[src/rtl/da_cls_pkg.sv]
package da_cls_pkg;
   localparam int FLAG_W     = 32;
   localparam int BCAST_BIT  = 31;
   localparam int MHASH_BIT  = 30;
   localparam int UHASH_BIT  = 29;
   localparam int SMATCH_BIT = 27;
   localparam int SIDX_LSB   = 25;
   localparam int SIDX_W     = 2;
endpackage

[src/rtl/da_slot_bank.sv]
module da_slot_bank #(
   parameter int NUM_SLOTS = 4,
   parameter int ADDR_W    = 48,
   parameter int DATA_W    = 32,
   parameter int IDX_W     = 2
) (
   input  logic                 clk,
   input  logic                 rst_n,
   input  logic [DATA_W-1:0]    wr_data,
   input  logic [NUM_SLOTS-1:0] lo_we,
   input  logic [NUM_SLOTS-1:0] hi_we,
   input  logic [ADDR_W-1:0]    da_addr,
   output logic                 hit,
   output logic [IDX_W-1:0]     hit_idx
);
   localparam int LO_W = DATA_W;
   localparam int HI_W = ADDR_W - DATA_W;

   if (NUM_SLOTS < 1 || NUM_SLOTS > (1 << IDX_W)) begin : g_bad_slots
      $error("da_slot_bank: NUM_SLOTS must be 1..2**IDX_W");
   end
   if (HI_W < 1 || HI_W > DATA_W) begin : g_bad_width
      $error("da_slot_bank: ADDR_W must lie in (DATA_W, 2*DATA_W]");
   end

   logic [LO_W-1:0]      lo_q [NUM_SLOTS];
   logic [HI_W-1:0]      hi_q [NUM_SLOTS];
   logic [NUM_SLOTS-1:0] armed;
   logic [NUM_SLOTS-1:0] match;

   always_ff @(posedge clk or negedge rst_n) begin
      if (!rst_n) begin
         armed <= '0;
         for (int s = 0; s < NUM_SLOTS; s++) begin
            lo_q[s] <= '0;
            hi_q[s] <= '0;
         end
      end else begin
         for (int s = 0; s < NUM_SLOTS; s++) begin
            if (lo_we[s]) begin
               lo_q[s]  <= wr_data;
               armed[s] <= 1'b0;
            end
            if (hi_we[s]) begin
               hi_q[s]  <= wr_data[HI_W-1:0];
               armed[s] <= 1'b1;
            end
         end
      end
   end

   for (genvar g = 0; g < NUM_SLOTS; g++) begin : g_slot
      assign match[g] = armed[g] && ({hi_q[g], lo_q[g]} == da_addr);

      AST_SLOT_DISARM: assert property (@(posedge clk) disable iff (!rst_n)
         (lo_we[g] && !hi_we[g]) |=> !armed[g]);
      AST_SLOT_ARM: assert property (@(posedge clk) disable iff (!rst_n)
         hi_we[g] |=> armed[g]);
   end

   always_comb begin
      hit     = 1'b0;
      hit_idx = '0;
      for (int s = 0; s < NUM_SLOTS; s++) begin
         if (match[s]) begin
            hit     = 1'b1;
            hit_idx = s[IDX_W-1:0];
         end
      end
   end
endmodule

[src/rtl/da_hash_lookup.sv]
module da_hash_lookup #(
   parameter int ADDR_W = 48,
   parameter int DATA_W = 32,
   parameter int HIDX_W = 6
) (
   input  logic              clk,
   input  logic              rst_n,
   input  logic [DATA_W-1:0] wr_data,
   input  logic              lo_we,
   input  logic              hi_we,
   input  logic [ADDR_W-1:0] da_addr,
   output logic              hit
);
   localparam int TBL_N = 1 << HIDX_W;

   if (TBL_N != 2 * DATA_W) begin : g_bad_table
      $error("da_hash_lookup: table must be exactly two data words");
   end

   logic [DATA_W-1:0] tbl_lo, tbl_hi;
   logic [TBL_N-1:0]  tbl;
   logic [HIDX_W-1:0] idx;

   always_ff @(posedge clk or negedge rst_n) begin
      if (!rst_n) begin
         tbl_lo <= '0;
         tbl_hi <= '0;
      end else begin
         if (lo_we) tbl_lo <= wr_data;
         if (hi_we) tbl_hi <= wr_data;
      end
   end

   always_comb begin
      idx = '0;
      for (int b = 0; b < ADDR_W; b++) begin
         idx[b % HIDX_W] = idx[b % HIDX_W] ^ da_addr[b];
      end
   end

   assign tbl = {tbl_hi, tbl_lo};
   assign hit = tbl[idx];
endmodule

[src/rtl/da_cls_decide.sv]
module da_cls_decide
   import da_cls_pkg::*;
#(
   parameter int ADDR_W = 48
) (
   input  logic              cfg_promisc,
   input  logic              cfg_bcast_reject,
   input  logic              cfg_mcast_hash_en,
   input  logic              cfg_ucast_hash_en,
   input  logic [ADDR_W-1:0] da_addr,
   input  logic              hash_hit,
   input  logic              slot_hit,
   input  logic [SIDX_W-1:0] slot_idx,
   output logic              accept,
   output logic [FLAG_W-1:0] flags
);
   logic is_bcast, is_mcast;
   assign is_bcast = &da_addr;
   assign is_mcast = da_addr[0];

   always_comb begin
      accept = 1'b0;
      flags  = '0;
      if (cfg_promisc) begin
         accept = 1'b1;
      end else if (is_bcast) begin
         if (!cfg_bcast_reject) begin
            accept           = 1'b1;
            flags[BCAST_BIT] = 1'b1;
         end
      end else if (hash_hit && is_mcast && cfg_mcast_hash_en) begin
         accept           = 1'b1;
         flags[MHASH_BIT] = 1'b1;
      end else if (hash_hit && !is_mcast && cfg_ucast_hash_en) begin
         accept           = 1'b1;
         flags[UHASH_BIT] = 1'b1;
      end else if (slot_hit) begin
         accept                          = 1'b1;
         flags[SMATCH_BIT]               = 1'b1;
         flags[SIDX_LSB +: SIDX_W]       = slot_idx;
      end
   end
endmodule

[src/rtl/da_match_classifier.sv]
module da_match_classifier
   import da_cls_pkg::*;
#(
   parameter int NUM_SLOTS = 4,
   parameter int ADDR_W    = 48,
   parameter int DATA_W    = 32,
   parameter int HIDX_W    = 6
) (
   input  logic                 clk,
   input  logic                 rst_n,
   input  logic                 cfg_promisc,
   input  logic                 cfg_bcast_reject,
   input  logic                 cfg_mcast_hash_en,
   input  logic                 cfg_ucast_hash_en,
   input  logic [DATA_W-1:0]    wr_data,
   input  logic                 hash_lo_we,
   input  logic                 hash_hi_we,
   input  logic [NUM_SLOTS-1:0] slot_lo_we,
   input  logic [NUM_SLOTS-1:0] slot_hi_we,
   input  logic                 da_valid,
   input  logic [ADDR_W-1:0]    da_addr,
   output logic                 res_valid,
   output logic                 res_accept,
   output logic [FLAG_W-1:0]    res_flags
);
   logic              hash_hit, slot_hit, nx_accept;
   logic [SIDX_W-1:0] slot_idx;
   logic [FLAG_W-1:0] nx_flags;

   da_slot_bank #(
      .NUM_SLOTS(NUM_SLOTS), .ADDR_W(ADDR_W), .DATA_W(DATA_W), .IDX_W(SIDX_W)
   ) u_slots (
      .clk(clk), .rst_n(rst_n), .wr_data(wr_data),
      .lo_we(slot_lo_we), .hi_we(slot_hi_we), .da_addr(da_addr),
      .hit(slot_hit), .hit_idx(slot_idx)
   );

   da_hash_lookup #(
      .ADDR_W(ADDR_W), .DATA_W(DATA_W), .HIDX_W(HIDX_W)
   ) u_hash (
      .clk(clk), .rst_n(rst_n), .wr_data(wr_data),
      .lo_we(hash_lo_we), .hi_we(hash_hi_we), .da_addr(da_addr),
      .hit(hash_hit)
   );

   da_cls_decide #(.ADDR_W(ADDR_W)) u_decide (
      .cfg_promisc(cfg_promisc), .cfg_bcast_reject(cfg_bcast_reject),
      .cfg_mcast_hash_en(cfg_mcast_hash_en), .cfg_ucast_hash_en(cfg_ucast_hash_en),
      .da_addr(da_addr), .hash_hit(hash_hit), .slot_hit(slot_hit),
      .slot_idx(slot_idx), .accept(nx_accept), .flags(nx_flags)
   );

   always_ff @(posedge clk or negedge rst_n) begin
      if (!rst_n) begin
         res_valid  <= 1'b0;
         res_accept <= 1'b0;
         res_flags  <= '0;
      end else begin
         res_valid <= da_valid;
         if (da_valid) begin
            res_accept <= nx_accept;
            res_flags  <= nx_flags;
         end
      end
   end

   AST_PROMISC_PASS: assert property (@(posedge clk) disable iff (!rst_n)
      (da_valid && cfg_promisc) |=> (res_valid && res_accept && res_flags == '0));
   AST_BCAST_BLOCK: assert property (@(posedge clk) disable iff (!rst_n)
      (da_valid && !cfg_promisc && (&da_addr) && cfg_bcast_reject) |=> !res_accept);
   AST_ONE_CLASS: assert property (@(posedge clk) disable iff (!rst_n)
      res_valid |-> $onehot0({res_flags[BCAST_BIT], res_flags[MHASH_BIT],
                              res_flags[UHASH_BIT], res_flags[SMATCH_BIT]}));
   AST_IDX_NEEDS_MATCH: assert property (@(posedge clk) disable iff (!rst_n)
      (res_valid && !res_flags[SMATCH_BIT]) |-> res_flags[SIDX_LSB +: SIDX_W] == '0);
   AST_REJECT_CLEAN: assert property (@(posedge clk) disable iff (!rst_n)
      (res_valid && !res_accept) |-> res_flags == '0);
   AST_STROBE_LAT: assert property (@(posedge clk) disable iff (!rst_n)
      da_valid |=> res_valid);
   AST_NO_SPURIOUS: assert property (@(posedge clk) disable iff (!rst_n)
      !da_valid |=> !res_valid);
endmodule

[config.mk]
export PLATFORM = sky130hd
export DESIGN_NAME = da_match_classifier
export DESIGN_NICKNAME = d
export VERILOG_FILES = /design/src/rtl/da_cls_pkg.sv /design/src/rtl/da_slot_bank.sv /design/src/rtl/da_hash_lookup.sv /design/src/rtl/da_cls_decide.sv /design/src/rtl/da_match_classifier.sv
export SDC_FILE = /design/constraint.sdc
export NUM_CORES = 1
export LEC_CHECK = 0
export BUFFER_PORTS_ARGS = -buffer_cell sky130_fd_sc_hd__clkbuf_2
export CAP_MARGIN = 5
export CORE_MARGIN = 3
export CORE_UTILIZATION = 32
export CTS_CLUSTER_SIZE = 40
export DETAILED_ROUTE_END_ITERATION = 12
export MAX_ROUTING_LAYER = met4
export PLACE_DENSITY_LB_ADDON = 0.25
export SLEW_MARGIN = 5
export SYNTH_ARGS = -nofsm -noshare
export SYNTH_HDL_FRONTEND = slang
export SYNTH_SLANG_ARGS = --single-unit
[constraint.sdc]
create_clock -name clk -period 2.7 [get_ports clk]
set_clock_uncertainty 0.1 [all_clocks]
set_input_delay 0.27 -clock clk [delete_from_list [all_inputs] [get_ports clk]]
set_output_delay 0.27 -clock clk [all_outputs]
set_load 0.005 [all_outputs]
Word-level counts from Yosys, hierarchy flattened
Index checks and enable logic that the tools add are counted.
Widths: inputs -> output; s select.
{ "word_totals": {"wordCells": 112, "ff_bits": 268, "in_bits": 97} }
{ "classes": {"bitwise": 42, "reduce_logical": 14, "muxes": 34, "magnitude_cmp": 1, "eq_ne": 4} }
{ "ops": {"columns": ["cell", "count"], "rows": [
  ["$eq 48x48->1", 4],
  ["$reduce_and 48->1", 1],
  ["$xor 1x1->1", 42],
  ["$mux 1", 24],
  ["$mux 3", 6],
  ["$logic_and 1x1->1", 8],
  ["$reduce_bool 2->1", 4],
  ["$lt 6x7->1 const B", 1],
  ["$bmux 1 s6", 1],
  ["$mux 2", 3],
  ["$logic_not 1->1", 1]
]} }

Depth between registers and ports, before layout
Gate-level depths: netlist of run 1.
{ "logic_depth": {"word_depth": 15, "mapped_depth": 12} }

Cells and area by module
A second synthesis of run 1 with hierarchy kept.
{ "hier_totals": {"cells_unflattened": 1051, "hier_area_um2": 14579.0} }
{ "modules_own_cells": {"columns": ["module", "area_per_inst_um2", "instances", "cells_per_inst", "seq_area_each_um2"], "rows": [
  ["da_slot_bank", 9406.5, 1, 711, 4904.7],
  ["da_hash_lookup", 3321.9, 1, 211, 1601.5],
  ["da_match_classifier", 1406.3, 1, 71, 850.8],
  ["da_cls_decide", 444.2, 1, 58, 0.0]
]} }

Least setup slack after synthesis of run 1
No wires, ideal clock.
{ "synth_timing": {"path_kind": "input-to-reg", "from": "input port da_addr[43]", "to": "register res_flags[25]", "arrival_time_ns": 2.718, "path_stages": 9, "setup_time_ns": 0.136, "path_buffers": 1, "setup_slack_ns": -0.254, "path_cell_list": "clkbuf_1 > xnor2_1 > xnor2_1 > xor2_1 > mux4_2 > mux2_2 > o211a_1 > and4b_1 > o32ai_1"} }
{ "synth_via": {"elab_chain_cells": 11, "word_cells_on_any_way": 28, "classes_between": "eq/ne: 4; mux: 14; bitwise: 1; reduce/logical: 9"} }
{ "synth_lines": {"columns": ["element", "line", "rtl"], "rows": [
  ["start: declaration", "da_match_classifier.sv:21", "input logic [ADDR_W-1:0] da_addr,"],
  ["$eq 48x48->1", "da_slot_bank.sv:53", "assign match[g] = armed[g] && ({hi_q[g], lo_q[g]} == da_addr);"],
  ["$logic_and 1x1->1", "da_slot_bank.sv:53", null],
  ["$mux 1 (4 in series)", "da_slot_bank.sv:65", "if (match[s]) begin"],
  ["$mux 3", "da_cls_decide.sv:37", "end else if (slot_hit) begin"],
  ["$mux 3", "da_cls_decide.sv:34", "end else if (hash_hit && !is_mcast && cfg_ucast_hash_en) begin"],
  ["$mux 3", "da_cls_decide.sv:31", "end else if (hash_hit && is_mcast && cfg_mcast_hash_en) begin"],
  ["$mux 3 (*)", "da_cls_decide.sv:26", "end else if (is_bcast) begin"],
  ["$mux 3 (*)", "da_cls_decide.sv:24", "if (cfg_promisc) begin"],
  ["end signal: assignment", "da_match_classifier.sv:62", "res_flags <= nx_flags;"],
  ["end: declaration", "da_match_classifier.sv:24", "output logic [FLAG_W-1:0] res_flags"]
]} }
Every way passes the cells marked *; elsewhere a longest branch is shown, timed or not. The select of a mux whose other input is x is not followed.
A chain may end at the register's enable or synchronous reset.

Worst setup path after layout of run 1
{ "layout_timing": {"from": "input port da_addr[36]", "to": "register res_flags[25]"} }
{ "layout_via": {"elab_chain_cells": 11, "word_cells_on_any_way": 29, "classes_between": "eq/ne: 4; mux: 14; bitwise: 2; reduce/logical: 9"} }
{ "layout_lines": {"columns": ["element", "line"], "rows": [
  ["branches (longest 9 deep; another with $bmux 1 s6)", null],
  ["$mux 3 (*)", "da_cls_decide.sv:26"],
  ["$mux 3 (*)", "da_cls_decide.sv:24"]
]} }
Mark *: on every way between the ends. The select of a mux whose other input is x is not followed.

==> results of run 1 <==
## state kept, by name (all words and copies together) (netlist names)
signal,cells
u_slots.lo_q,128
u_slots.hi_q,64
u_hash.tbl_lo,32
res_flags,6
res_accept,1
u_slots.armed,4
res_valid,1
u_hash.tbl_hi,32
## repair_timing
action | in CTS | in global routing
gates resized for setup | 1 | 2
pin swaps | 2 | 3
buffers inserted | 2 | 0
endpoints found under the setup margin | 2 | 2
endpoints found under the hold margin | 105 | 0
hold buffers | 14 | 0
## worst register-to-register path: stages, from the launching register on
cell     delay, ps
dfrtp_1        380
xor2_1         150
nor4_2         420
buf_4          200
nand4_1        170
or4_4          480
nor2_1         120
nor2_1         100
o32ai_1        290
## cell families after synthesis
logic type	count (synthesis)	synth area share, %
flops	268	49.4
mux	284	24.0
other cells	1	0.0276
compound gates	49	2.61
xor+xnor	219	14.3
buf+inv	137	4.78
simple gates	118	4.93
## metrics by stage
stage	area, sq um	utilization, %	setup WS [ps]	setup TNS, ps
floorplan	13800	-	-88.9	-339
global placement	15100	36.6	-495	-2640
detailed placement	15100	36.6	-586	-3080
CTS	16200	39.3	6.96	0
global route	16300	39.3	32.6	0
finish	16300	39.3	105	0
## final timing paths
check                                 start           endpoint  slack [ps]  cells past startpoint
max in group asynchronous             rst_n  u_hash.tbl_hi[20]        1600                      3
max                             da_addr[36]      res_flags[25]         100                     11
max reg2reg                u_slots.lo_q[90]      res_flags[25]         150                      8
min                             wr_data[19]   u_slots.lo_q[51]          20                      3
min reg2reg                u_hash.tbl_hi[1]   u_hash.tbl_hi[1]         380                      1
min in group asynchronous             rst_n   u_slots.hi_q[26]         120                      2
## power breakdown
group          total [mW]  internal [mW]  switching [mW]
registers            4.67           4.42           0.254
logic                2.55           1.26            1.29
clock network        3.94           2.28            1.67
## metal layers
| layer | vias up | part of all wire, % | track usage (%) |
|---|---|---|---|
| met3 | 58 | 4.0 | 2.43 |
| met2 | 256 | 48 | 34.5 |
| met5 | - | 0 | - |
| met4 | 0 | 2.3 | 4.27 |
| met1 | 4727 | 46 | 28.1 |
| li1 | 3991 | - | - |
## area by class of cell
cell class | instances | area (sq um)
well taps | 532 | 666
multi-input cells | 696 | 6400
fillers | 4018 | 25100
diodes | 2 | 5.00
flip-flops and latches | 268 | 6710
inverters | 25 | 93.8
clock inverters | 8 | 68.8
repair buffers | 210 | 1460
clock buffers | 43 | 858
## placed cells by master, fill, tap and decap left out, types with 8 or more instances in the layout
cell type	n
dfrtp_1	268
mux2_2	213
xor2_1	140
clkbuf_2	103
buf_4	84
xnor2_1	70
mux2_1	41
nor4_1	38
nand4_1	30
clkbuf_16	29
conb_1	26
mux2i_1	23
inv_1	21
nand2_1	19
dlygate4sd3_1	14
o21ai_0	9
nor2_1	8
clkbuf_8	8
buf_12	8
==> flow_summary.json, run 1 <==
{
  "vdd_drop_max_uv": 435,
  "grt_setup_unrepaired": "no",
  "post-dp-hpwl_microns": 32900,
  "instances_no_fill": 1784,
  "synth_cells": 1076,
  "place_congestion": 0.916,
  "cp_slowest_cell": "mux4_1",
  "required_ps": 3050,
  "hp-class": "in2reg",
  "gr-usage-all-layers_pct": 20.9,
  "synth.top_cells.by_area": "dfrtp_1 49%, mux2_2 18%, xor2_1 9.1%",
  "wire_per_inst_microns": 25.5,
  "startpoint_type": "input port",
  "p_leak_nw": 7.02,
  "ys.flop_type": "dfrtp_1",
  "start_util_pct": 32.8,
  "cts_root_buf": "clkbuf_16",
  "design.die.area_sq_mm": 0.0449,
  "fmax_mhz": 385,
  "synth_commonest_cells": "268 x dfrtp_1, 214 x mux2_2, 141 x xor2_1",
  "synth_async_sr_flop_share_pct": 100,
  "cts_max_level": 1,
  "antenna_found_initial": 5,
  "die_x_microns": 212,
  "fin_crit_ps": 2600,
  "run_status": "completed",
  "arrival_ps": 2940,
  "cts_made_buffers": 29,
  "via_count": 9032,
  "critPathMaxFanout": 7,
  "numClockSinks": 268,
  "cp_top_family": "multiplexers",
  "yosysMostFrequentCell": "dfrtp_1",
  "synth.cell_area_sq_mm": 0.0136,
  "crit_chain": "clkbuf_2 > xnor2_2 > xnor2_2 > xnor2_4 > buf_12 > mux4_1 > mux2_2 > a21oi_1 > o211a_1 > and4b_1 > o32ai_1",
  "grt_pass1_vias": 9426,
  "dpl.cell_count": 1715,
  "nets": 1327,
  "finalHoldViolations": 0,
  "ant_nets": 0,
  "cp_common_cell": "xnor2_2",
  "detail_route.vias_per_cell": 5.06,
  "ys_seq_elements": 268,
  "syn_to_final_growth_pct": 19.8,
  "yosysTopAreaCellShare_pct": 49.4,
  "finalCritPeriodShare_pct": 96.1,
  "critPathKind": "in2reg",
  "synth.avg_cell_area_sq_um": 12.6,
  "relSlewSlack_pct": 26.2,
  "synth.distinct_cells": 52,
  "cap_viol_max_count": 0,
  "cts_tree": "built",
  "slew_viol_final": 0,
  "grt_overflow": 0,
  "setup_viol_count_final": 0,
  "final_layout_size_suffix_gt1_share_pct": 37.8,
  "power_mw": 11.2,
  "grt_pass1_wl_microns": 66200,
  "synth_seq_area_share_pct": 49.4,
  "grt_max_degree": 61,
  "initialDrtViolationCount": 541,
  "clkSlewWorstSetupHoldPaths_ps": 60,
  "core-area_sq_mm": 0.0414,
  "drc": 0,
  "port_buffers": 104,
  "clock_path_buffers": 3,
  "worst_slew_pin_slew_ps": 1110,
  "hold_slack_ps": 21.7,
  "rows": 74,
  "io_pins": 131,
  "worst-path-buf-inv": 2,
  "die_height_microns": 212,
  "yosysWarnings": 0,
  "finalWirelength_microns": 45500,
  "dr.pass1.iters": 5,
  "synth_edf_count": 0,
  "powerDensity_mw_per_mm2": 686,
  "worstSetupEndpointType": "flop",
  "cpPeakStageDelay_ps": 540,
  "yosys.area.top_type": "dfrtp_1",
  "insertion_delay_ps": 580
}
Power figures use the tool's default switching activity.
==> inputs of run 2 (changes only) <==
Settings changed: CORE_ASPECT_RATIO set to 0.6, CORE_MARGIN 3 to 2.
==> flow_summary.json, run 2 (synthesis gave the netlist of run 1 again) <==
{
  "run_status": "completed",
  "crit_cells": 10,
  "nets": 1370,
  "setup_tns_ps": 0,
  "die_x_microns": 270,
  "detail_route.vias_per_cell": 5.00,
  "mostFrequentLayoutCell": "dfrtp_1",
  "setup_viol_count_final": 0,
  "cp_common_cell": "buf_4",
  "relSlewSlack_pct": 37.2,
  "timing.final.ws_setup_ps": 5.21,
  "reg2reg_depth": 10,
  "grt_pass1_vias": 9386,
  "rrSetupSlack_ps": 5,
  "numClockSinks": 268,
  "critPathKind": "reg2reg",
  "design.die.area_sq_mm": 0.0441,
  "instances_no_fill": 1864,
  "slew_viol_final": 0,
  "arrival_ps": 3020,
  "dpl.cell_count": 1799,
  "r2r_start": "u_slots.lo_q[56]",
  "insertion_delay_ps": 560,
  "clkSlewWorstSetupHoldPaths_ps": 70,
  "finalCritPeriodShare_pct": 99.8,
  "crit_end": "res_flags[25]",
  "crit_start": "u_slots.lo_q[56]",
  "cts_root_buf": "clkbuf_16",
  "ant_nets": 0,
  "start_util_pct": 32.4,
  "r2r-end": "res_flags[25]",
  "dr.pass1.iters": 5,
  "layout_common_cells": "268 x dfrtp_1, 213 x mux2_2, 139 x xor2_1",
  "crit_chain": "xor2_1 > nor4_1 > buf_4 > nand4_1 > nor4_2 > buf_4 > nor2_1 > nor2_1 > buf_4 > o32ai_1",
  "syn_to_final_growth_pct": 23.2,
  "power_mw": 11.5,
  "core-area_sq_mm": 0.0419,
  "rows": 58,
  "cts_tree": "built",
  "worst-path-buf-inv": 3,
  "gr-usage-all-layers_pct": 23.3,
  "fin_crit_ps": 2690,
  "grt_overflow": 0,
  "grt_max_degree": 68,
  "p_leak_nw": 7.24,
  "worstSetupEndpointType": "flop",
  "cp_slowest_cell": "nor4_1",
  "place_congestion": 0.929,
  "via_count": 9324,
  "post-dp-hpwl_microns": 37100,
  "cap_viol_max_count": 0,
  "final_layout_size_suffix_gt1_share_pct": 40.9,
  "powerDensity_mw_per_mm2": 690,
  "cp_top_family": "simple AND/OR/NAND/NOR gates",
  "grt_setup_unrepaired": "yes",
  "startpoint_type": "flop",
  "max_flop_register": "u_slots.lo_q",
  "grt_pass1_wl_microns": 70600,
  "die_height_microns": 164,
  "antenna_found_initial": 4,
  "clock_path_buffers": 3,
  "io_pins": 131,
  "wire_per_inst_microns": 26.5,
  "dpl-instance-area_sq_mm": 0.0155,
  "worst_slew_pin_slew_ps": 942,
  "required_ps": 3030,
  "largestRegisters": "u_slots.lo_q x128, u_slots.hi_q x64",
  "vdd_drop_max_uv": 306,
  "port_buffers": 104,
  "cts_max_level": 1,
  "drc": 0,
  "largest_reg_flops": 128,
  "initialDrtViolationCount": 814,
  "fmax_mhz": 371,
  "place_ws_ps": -769,
  "fin_area_sq_mm": 0.0167,
  "hp-class": "in2reg",
  "finalWirelength_microns": 49400,
  "cts_made_buffers": 27,
  "cpPeakStageDelay_ps": 440,
  "critPathMaxFanout": 2,
  "finalHoldViolations": 0
}
==> run 2: cell count changes in the layout (fill, tap and decap cells not counted), moves of 3 or more <==
cell,previous run,this run
clkbuf_1,6,10
buf_4,84,130
nor4_2,2,5
nor4_1,38,35
clkbuf_8,8,5
==> run 2: worst min-delay path by stage <==
stage / slack, ps / cells past startpoint / to / from
2_1_floorplan: -130 / 0 / res_accept / rst_n
3_3_place_gp: 180 / 1 / res_valid / rst_n
3_5_place_dp: 180 / 1 / res_valid / rst_n
4_1_cts: 3 / 3 / u_slots.lo_q[27] / wr_data[27]
5_1_grt: 10 / 2 / u_hash.tbl_lo[27] / wr_data[27]
6_report: 2 / 2 / u_hash.tbl_lo[18] / wr_data[18]
==> run 2: layer usage <==
metal / vias up / routed length (microns) / global-route usage (%)
met5: - / 0 / -
met4: 0 / 662 / 2.95
li1: 4075 / - / -
met1: 4900 / 25700 / 35.7
met3: 56 / 4630 / 7.97
met2: 293 / 18400 / 29.2
==> run 2: report_power, final <==
group	internal [mW]	switching, mW	total, mW
clock network	2.27	1.67	3.94
registers	4.41	0.265	4.68
logic	1.44	1.48	2.92
total	8.12	3.42	11.5
==> run 2: area by class of cell <==
class	count	area (sq um)
Clock buffer	42	782
Sequential cell	268	6710
Inverter	25	93.8
Multi-Input combinational cell	696	6500
Tap cell	570	713
Timing Repair Buffer	255	1820
Fill cell	4089	25200
Clock inverter	7	110
Antenna cell	1	2.50
==> run 2: what timing repair did <==
action	CTS	global route
gates cloned	0	1
pin swaps	1	11
endpoints found under the setup margin	6	6
resized for setup	3	22
endpoints found under the hold margin	95	0
hold buffers	12	0
setup buffers	1	2
==> run 2: metrics by stage <==
step / utilization (%) / hold slack (ps)
2_1_floorplan: - / -126
3_3_place_gp: 37.1 / 183
3_5_place_dp: 37.1 / 183
4_1_cts: 39.6 / 3.43
5_1_grt: 39.9 / 9.86
6_report: 39.9 / 2.26
